==> config.mk <==
export PLATFORM = sky130hd
export DESIGN_NAME = irq_pend_ctrl
export DESIGN_NICKNAME = d
export VERILOG_FILES = /design/src/rtl/irq_pend_pkg.sv /design/src/rtl/irq_src_latch.sv /design/src/rtl/irq_arbiter.sv /design/src/rtl/irq_pend_ctrl.sv
export SDC_FILE = /design/constraint.sdc
export NUM_CORES = 1
export LEC_CHECK = 0
export BUFFER_PORTS_ARGS = -buffer_cell sky130_fd_sc_hd__buf_2
export CAP_MARGIN = 40
export CORE_MARGIN = 2
export CORE_UTILIZATION = 55
export DETAILED_ROUTE_END_ITERATION = 7
export PLACE_DENSITY = 0.77
export SYNTH_ARGS = -nofsm -noshare
export SYNTH_HDL_FRONTEND = slang
export SYNTH_SLANG_ARGS = --single-unit
==> constraint.sdc <==
create_clock -name clk -period 4 [get_ports clk]
set_clock_uncertainty 0.2 [all_clocks]
set_input_delay 0.2 -clock clk [delete_from_list [all_inputs] [get_ports clk]]
set_output_delay 0.2 -clock clk [all_outputs]
set_load 0.05 [all_outputs]
==> src/rtl/irq_pend_pkg.sv <==
package irq_pend_pkg;
    localparam int SEL_W = 2;

    typedef enum logic [SEL_W-1:0] {
        SEL_SRCP = 2'd0,
        SEL_MASK = 2'd1,
        SEL_MODE = 2'd2,
        SEL_INTP = 2'd3
    } reg_sel_e;

    typedef enum logic {
        ARB_IDLE    = 1'b0,
        ARB_SERVICE = 1'b1
    } arb_state_e;
endpackage

==> src/rtl/irq_src_latch.sv <==
module irq_src_latch #(
    parameter int          N         = 32,
    parameter logic [N-1:0] LEVEL_MAP = '0,
    parameter logic [N-1:0] RSVD_MAP  = '0
) (
    input  logic         clk,
    input  logic         rst_n,
    input  logic [N-1:0] src_in,
    input  logic [N-1:0] clr,
    output logic [N-1:0] pend_q
);
    localparam logic [N-1:0] EDGE_MAP = ~LEVEL_MAP & ~RSVD_MAP;
    localparam logic [N-1:0] LVL_OK   = LEVEL_MAP & ~RSVD_MAP;

    logic [N-1:0] prev_q;
    logic [N-1:0] set_v;

    for (genvar k = 0; k < N; k++) begin : g_src
        if (RSVD_MAP[k]) begin : g_rsvd
            assign set_v[k] = 1'b0;
        end else if (LEVEL_MAP[k]) begin : g_lvl
            assign set_v[k] = src_in[k];
        end else begin : g_edge
            assign set_v[k] = src_in[k] & ~prev_q[k];
        end
    end

    always_ff @(posedge clk or negedge rst_n) begin
        if (!rst_n) begin
            prev_q <= '0;
            pend_q <= '0;
        end else begin
            prev_q <= src_in;
            pend_q <= (pend_q & ~clr) | set_v;
        end
    end

    assert_edge_sets_R2: assert property (@(posedge clk) disable iff (!rst_n)
        ((src_in & ~prev_q & EDGE_MAP) != '0) |=>
        ((pend_q & $past(src_in & ~prev_q & EDGE_MAP)) == $past(src_in & ~prev_q & EDGE_MAP)));

    assert_level_sets_R3: assert property (@(posedge clk) disable iff (!rst_n)
        ((src_in & LVL_OK) != '0) |=>
        ((pend_q & $past(src_in & LVL_OK)) == $past(src_in & LVL_OK)));

    assert_clear_works_R5: assert property (@(posedge clk) disable iff (!rst_n)
        ((clr & ~set_v) != '0) |=> ((pend_q & $past(clr & ~set_v)) == '0));
endmodule

==> src/rtl/irq_arbiter.sv <==
module irq_arbiter
    import irq_pend_pkg::*;
#(
    parameter int N = 32
) (
    input  logic         clk,
    input  logic         rst_n,
    input  logic [N-1:0] pend,
    input  logic [N-1:0] mask,
    input  logic [N-1:0] route,
    input  logic [N-1:0] clr,
    output logic [N-1:0] intp_q
);
    arb_state_e   state_q, state_d;
    logic [N-1:0] cand;
    logic [N-1:0] lowest;
    logic [N-1:0] intp_d;

    assign cand   = pend & ~mask & ~route;
    assign lowest = cand & (~cand + 1'b1);

    always_ff @(posedge clk or negedge rst_n) begin
        if (!rst_n) begin
            state_q <= ARB_IDLE;
            intp_q  <= '0;
        end else begin
            state_q <= state_d;
            intp_q  <= intp_d;
        end
    end

    always_comb begin
        state_d = state_q;
        intp_d  = intp_q;
        unique case (state_q)
            ARB_IDLE: begin
                if (cand != '0) begin
                    state_d = ARB_SERVICE;
                    intp_d  = lowest;
                end
            end
            ARB_SERVICE: begin
                intp_d = intp_q & ~clr;
                if (intp_d == '0) state_d = ARB_IDLE;
            end
            default: state_d = ARB_IDLE;
        endcase
    end

    assert_intp_onehot_R7: assert property (@(posedge clk) disable iff (!rst_n)
        $onehot0(intp_q));

    assert_intp_holds_R7: assert property (@(posedge clk) disable iff (!rst_n)
        (intp_q != '0 && (intp_q & clr) == '0) |=> $stable(intp_q));

    assert_grant_unmasked_R6: assert property (@(posedge clk) disable iff (!rst_n)
        (intp_q != '0 && $past(intp_q) == '0) |-> ((intp_q & $past(cand)) == intp_q));
endmodule

==> src/rtl/irq_pend_ctrl.sv <==
module irq_pend_ctrl
    import irq_pend_pkg::*;
#(
    parameter int           N         = 32,
    parameter logic [N-1:0] LEVEL_MAP = 32'h9080_8030,
    parameter logic [N-1:0] RSVD_MAP  = 32'h0100_0040
) (
    input  logic             clk,
    input  logic             rst_n,
    input  logic [N-1:0]     src_in,
    input  logic             bus_wr,
    input  logic [SEL_W-1:0] bus_sel,
    input  logic [N-1:0]     bus_wdata,
    output logic [N-1:0]     bus_rdata,
    output logic             irq_o,
    output logic             fiq_o
);
    logic [N-1:0] pend_q, mask_q, mode_q, intp_q;
    logic [N-1:0] clr_src, clr_int;

    assign clr_src = (bus_wr && bus_sel == SEL_SRCP) ? bus_wdata : '0;
    assign clr_int = (bus_wr && bus_sel == SEL_INTP) ? bus_wdata : '0;

    irq_src_latch #(.N(N), .LEVEL_MAP(LEVEL_MAP), .RSVD_MAP(RSVD_MAP)) u_latch (
        .clk(clk), .rst_n(rst_n), .src_in(src_in), .clr(clr_src), .pend_q(pend_q)
    );

    irq_arbiter #(.N(N)) u_arb (
        .clk(clk), .rst_n(rst_n), .pend(pend_q), .mask(mask_q),
        .route(mode_q), .clr(clr_int), .intp_q(intp_q)
    );

    always_ff @(posedge clk or negedge rst_n) begin
        if (!rst_n) begin
            mask_q <= '1;
            mode_q <= '0;
        end else if (bus_wr) begin
            if (bus_sel == SEL_MASK) mask_q <= bus_wdata;
            if (bus_sel == SEL_MODE) mode_q <= bus_wdata & (~bus_wdata + 1'b1);
        end
    end

    always_comb begin
        unique case (reg_sel_e'(bus_sel))
            SEL_SRCP: bus_rdata = pend_q;
            SEL_MASK: bus_rdata = mask_q;
            SEL_MODE: bus_rdata = mode_q;
            SEL_INTP: bus_rdata = intp_q;
            default:  bus_rdata = '0;
        endcase
    end

    assign irq_o = |intp_q;
    assign fiq_o = |(pend_q & ~mask_q & mode_q);

    assert_mode_onehot_R9: assert property (@(posedge clk) disable iff (!rst_n)
        $onehot0(mode_q));

    assert_rsvd_quiet_R4: assert property (@(posedge clk) disable iff (!rst_n)
        ((pend_q | intp_q) & RSVD_MAP) == '0);
endmodule

# Word level (Yosys, flattened, before mapping)

Index checks and enable logic that the tools add are counted.

Input bits: 69
Logic and storage cells: 92
Flip-flop bits (word level): 160

Bitwise logic cells: 63
Equality and inequality tests: 4
Muxes and demuxes: 8
$add $sub $neg: 2
Reduce and logical (&&, ||, !) cells: 9

Operators by type and width:

| kind                                                                    | number |
|---|---|
| 32-bit bitwise AND                                                      | 7 |
| 32-bit NOT                                                              | 6 |
| 32-bit one-hot mux with 4 select lines                                  | 1 |
| 32-bit two-way mux                                                      | 3 |
| 32-bit by 1-bit adder with 32-bit output, second input constant         | 2 |
| 32-bit one-hot mux with 2 select lines                                  | 1 |
| 32-bit OR reduction                                                     | 2 |
| 32-bit logical NOT                                                      | 1 |
| 32-bit bitwise OR                                                       | 1 |
| 32-bit nonzero test                                                     | 1 |
| 1-bit NOT                                                               | 25 |
| 1-bit bitwise AND                                                       | 24 |
| 2-bit equality test, second input constant                              | 2 |
| 2-bit AND reduction                                                     | 2 |
| 2-bit by 1-bit equality test with 1-bit output, second input constant   | 1 |
| 1-bit logical AND                                                       | 2 |
| 2-bit logical NOT                                                       | 1 |
| 1-bit two-way mux                                                       | 2 |
| 2-bit by 1-bit inequality test with 1-bit output, second input constant | 1 |
| 1-bit one-hot mux with 2 select lines                                   | 1 |

# Depth between registers and ports, before layout

Depth in word-level cells: 8
Gate-level depth with buffers: 8
Mapped depth without buffers: 6

# Cells and area by module

A second synthesis with hierarchy kept.

Cell total of the unflattened synthesis: 800
Area total of the unflattened synthesis: 8634.5 um2

By module, submodules not included:

| module        | area an instance (um2) | cells each | instances |
|---|---|---|---|
| irq_pend_ctrl | 4221.5                 | 389        | 1 |
| irq_arbiter   | 2451.1                 | 269        | 1 |
| irq_src_latch | 1961.9                 | 142        | 1 |

# Worst setup path before layout

No wires, ideal clock.

Path type: reg-to-reg
Start: register mask_q[5]
End: register u_arb.intp_q[25]
Stages on the path, launching flop included: 7
Clock period less this slack: 2.508 ns
Setup time: 0.083 ns
Slack: 1.492 ns
Data arrival time: 2.225 ns
Cells stage by stage: dfstp_2 > nor3b_1 > nor4_1 > nand4b_1 > or2_2 > or4_1 > o21ai_0

Longest elaborated chain between the ends: 8
Elaborated cells between the ends (all ways): 10
Classes of those cells: 1 x add/sub; 1 x eq/ne; 2 x mux; 5 x bitwise; 1 x reduce/logical

Ends and longest elaborated chain:

| element                                  | RTL line            | text |
|---|---|---|
| start, declared                          | irq_pend_ctrl.sv:18 | `logic [N-1:0] pend_q, mask_q, mode_q, intp_q;` |
| start signal, assigned                   | irq_pend_ctrl.sv:38 | `if (bus_sel == SEL_MASK) mask_q <= bus_wdata;` |
| 32-bit NOT (*)                           | irq_arbiter.sv:19   | `assign cand = pend & ~mask & ~route;` |
| 32-bit bitwise AND (*) (2 in a row)      | irq_arbiter.sv:19   |  |
| 32-bit NOT                               | irq_arbiter.sv:20   | `assign lowest = cand & (~cand + 1'b1);` |
| 32-bit by 1-bit adder with 32-bit output | irq_arbiter.sv:20   |  |
| 32-bit bitwise AND                       | irq_arbiter.sv:20   |  |
| 32-bit two-way mux                       | irq_arbiter.sv:37   | `if (cand != '0) begin` |
| 32-bit one-hot mux with 2 select lines   | irq_arbiter.sv:35   | `unique case (state_q)` |
| end signal, assigned                     | irq_arbiter.sv:28   | `intp_q <= intp_d;` |
| end, declared                            | irq_arbiter.sv:12   | `output logic [N-1:0] intp_q` |

Mark *: on every way between the ends. The rest lies on a longest branch, timed or not. The select of a mux whose other input is x is not followed.
A chain may end at the register's enable or synchronous reset.

# Worst setup path after layout

Start: input bus_wdata[6]
End: register mode_q[30]

Longest elaborated chain between the ends: 3

Ends and longest elaborated chain:

| element                                  | RTL line            | text |
|---|---|---|
| start, declared                          | irq_pend_ctrl.sv:13 | `input logic [N-1:0] bus_wdata,` |
| 32-bit NOT                               | irq_pend_ctrl.sv:39 | `if (bus_sel == SEL_MODE) mode_q <= bus_wdata & (~bus_wdata + 1'b1);` |
| 32-bit by 1-bit adder with 32-bit output | irq_pend_ctrl.sv:39 |  |
| 32-bit bitwise AND                       | irq_pend_ctrl.sv:39 |  |
| end signal, assigned                     | irq_pend_ctrl.sv:39 |  |
| end, declared                            | irq_pend_ctrl.sv:18 |  |

No other way between the ends.

==> results.json <==
{
  "io_pins": 103,
  "synth_cell_types": 47,
  "ys.flop_type": "dfrtp_1",
  "n_antenna_cell": 0,
  "netlist_top_cells_area": "dfrtp_1 38%, dfstp_2 11%, mux4_2 9.1%",
  "use_met1": 0.439,
  "vias": 7025,
  "antenna_found_initial": 0,
  "drive_above_1_share": 0.274,
  "clock_sinks": 153,
  "postSynth.asyncResetShare": 1.00,
  "p_leak_uw": 0.00438,
  "start_kind": "primary input",
  "path_clk_slew_ns": 0.06,
  "p_comb_frac": 0.226,
  "final_util": 0.719,
  "pwr-share-clk": 0.374,
  "viasPerCell": 6.29,
  "synth_cells": 749,
  "yosys.area.top_type": "dfrtp_1",
  "synth_fp_nets": 818,
  "cts_setup_buffers": 0,
  "max_slew_margin": 0.509,
  "drcViolationCount": 0,
  "fmax_mhz": 279,
  "setup_violations": 0,
  "postLayoutCellArea_sq_um": 10000,
  "initial_core_util": 0.565,
  "synth_top_area_frac": 0.384,
  "htreeDepth": 4,
  "synth_edf_count": 0,
  "crit_arrival_ns": 3.74,
  "hp-class": "in -> reg",
  "numCtsBuffers": 17,
  "rsz0062_at_grt": "false",
  "gr-max-usage-layer": "met2",
  "drtAntennaViolNets": 0,
  "ys_warn_count": 0,
  "die_x_um": 124,
  "intPower_uw": 3210,
  "grt-ovfl-total": 0,
  "seq_power_share": 0.400,
  "grt_use_met3": 0.0847,
  "p_per_area_nw_per_um2": 463,
  "peakVddDrop_uv": 547,
  "worstSetupPathType": "in -> reg",
  "hold_violations": 0,
  "mostFrequentLayoutCells": "138 x nand2_1, 121 x dfrtp_1, 99 x buf_2",
  "drtIter0Drc": 716,
  "worstSetupEndpointType": "flip-flop",
  "fin_crit_sh": 0.896,
  "numPortBuffers": 100,
  "syn_area_sq_um": 7880,
  "n_fill_cell": 989,
  "fin_tns_setup_ns": 0,
  "worstPathMaxFanout": 6,
  "dpl.hpwl_mm": 16.5,
  "syn2layout_area_growth_pct": 27.1,
  "num-nets-final": 993,
  "period_needed_ns": 3.58,
  "placed_area_sq_um": 8650,
  "grt_pass1_wl_mm": 37.5,
  "grt_max_degree": 97,
  "power.share.switching": 0.307,
  "synth_area_per_cell_sq_um": 10.5,
  "use_met2": 0.530,
  "switchingPower_uw": 1420,
  "tightest_slew_ns": 0.731,
  "place_congestion": 0.929,
  "avgRoutedWirePerCell_um": 21.7,
  "die_area_sq_um": 15300,
  "rows": 43,
  "final_common_cell": "nand2_1",
  "clk_path_buf_depth": 2,
  "synth_seq_cells": 153,
  "status": "finished, final reports clean",
  "grt_util_all_layers": 0.332,
  "grt_pass1_vias": 6788,
  "die_h_um": 124,
  "cap_violations": 0,
  "insertion_delay_ns": 0.42,
  "required_ns": 4.15,
  "dr.pass1.iters": 5,
  "cts_tree": "done",
  "seq_area_frac_synth": 0.491,
  "cts-root-buf": "clkbuf_16",
  "wirelength_mm": 24.2,
  "coreArea_sq_um": 13900,
  "final-max-slew-violation-count": 0
}
[what timing repair did]
action | CTS | global route
setup endpoints to repair | 0 | 0
hold endpoints to repair | 259 | 0
hold buffers | 73 | 0
resized for setup | 0 | 0
[sequential cells by signal, indices dropped and copies added (netlist names)]
name            flops
mask_q             32
u_arb.intp_q       32
u_latch.pend_q     32
mode_q             32
u_arb.state_q       1
u_latch.prev_q     24
[cells in the mapped netlist (all sizes together), types with 7 or more instances]
cell    instances
a21boi         18
a21o            7
a21oi          11
a221o           8
a22o            9
a22oi          12
buf             8
clkbuf         24
dfrtp         121
dfstp          32
inv            43
mux2           22
mux4           32
nand2         138
nand3b         37
nand4          17
nor2           21
nor3           12
nor3b          26
nor4           21
o21ai          56
or3b           13
[layer usage]
layer  wire (um)  part of all wire
met1        9900              0.41
met2       11600              0.48
met3        1920             0.079
met4         781             0.032
met5           0                 0
[kinds of logic after synthesis]
| logic type | after synthesis | share of synthesized area |
|---|---|---|
| AOI/OAI and AO/OA | 149 | 0.127 |
| buffers and inverters | 75 | 0.0357 |
| DFF | 153 | 0.491 |
| muxes | 54 | 0.123 |
| and+or+nand+nor | 318 | 0.223 |
[metrics by stage]
stage                     total power [uW]  setup slack, ns  hold WS, ns  std cells
after floorplan                       2530             1.49       -0.296        749
after global placement                2810             1.09        0.121       1011
after detailed placement              2850            0.969       -0.193       1012
after CTS                             4630            0.534       0.0284       1117
after global routing                  4810            0.332       0.0500       1117
final                                 4630            0.415       0.0552       1117
[layout make-up]
class / instances / area [sq um] / share of cell area
Sequential cell: 153 / 3870 / 0.386
Clock inverter: 12 / 170 / 0.0170
Timing Repair Buffer: 188 / 1380 / 0.138
Clock buffer: 20 / 467 / 0.0466
Inverter: 43 / 161 / 0.0161
Multi-Input combinational cell: 521 / 3740 / 0.374
Tap cell: 180 / 225 / 0.0225
[power groups by stage]
stage / registers [uW] / clock network, uW / logic, uW
4_1_cts: 1850 / 1750 / 1040
3_5_place_dp: 1870 / 0 / 975
3_3_place_gp: 1860 / 0 / 949
2_1_floorplan: 1820 / 0 / 703
6_report: 1850 / 1730 / 1050
5_1_grt: 1870 / 1820 / 1120
[final timing paths]
check	startpoint	endpoint	slack, ns	cells after the start
worst min-delay path	bus_wr	mode_q[0]	0.06	5
worst max register to register	mask_q[5]	u_arb.intp_q[26]	0.78	8
max in group asynchronous	rst_n	u_latch.pend_q[5]	2.86	3
worst max-delay path	bus_wdata[6]	mode_q[30]	0.42	9
worst min register to register	u_latch.prev_q[18]	u_latch.pend_q[18]	0.21	1
min in group asynchronous	rst_n	mask_q[5]	0.11	2
[critical path, stage by stage]
cell,delay [ns]
dlygate4sd3_1,0.54
buf_2,0.16
nor3_1,0.62
nand4b_4,0.26
nand4bb_4,0.34
or4_4,0.48
or3_4,0.41
o21ai_1,0.16
dlygate4sd3_1,0.57
(Power assumes the default switching activity.)
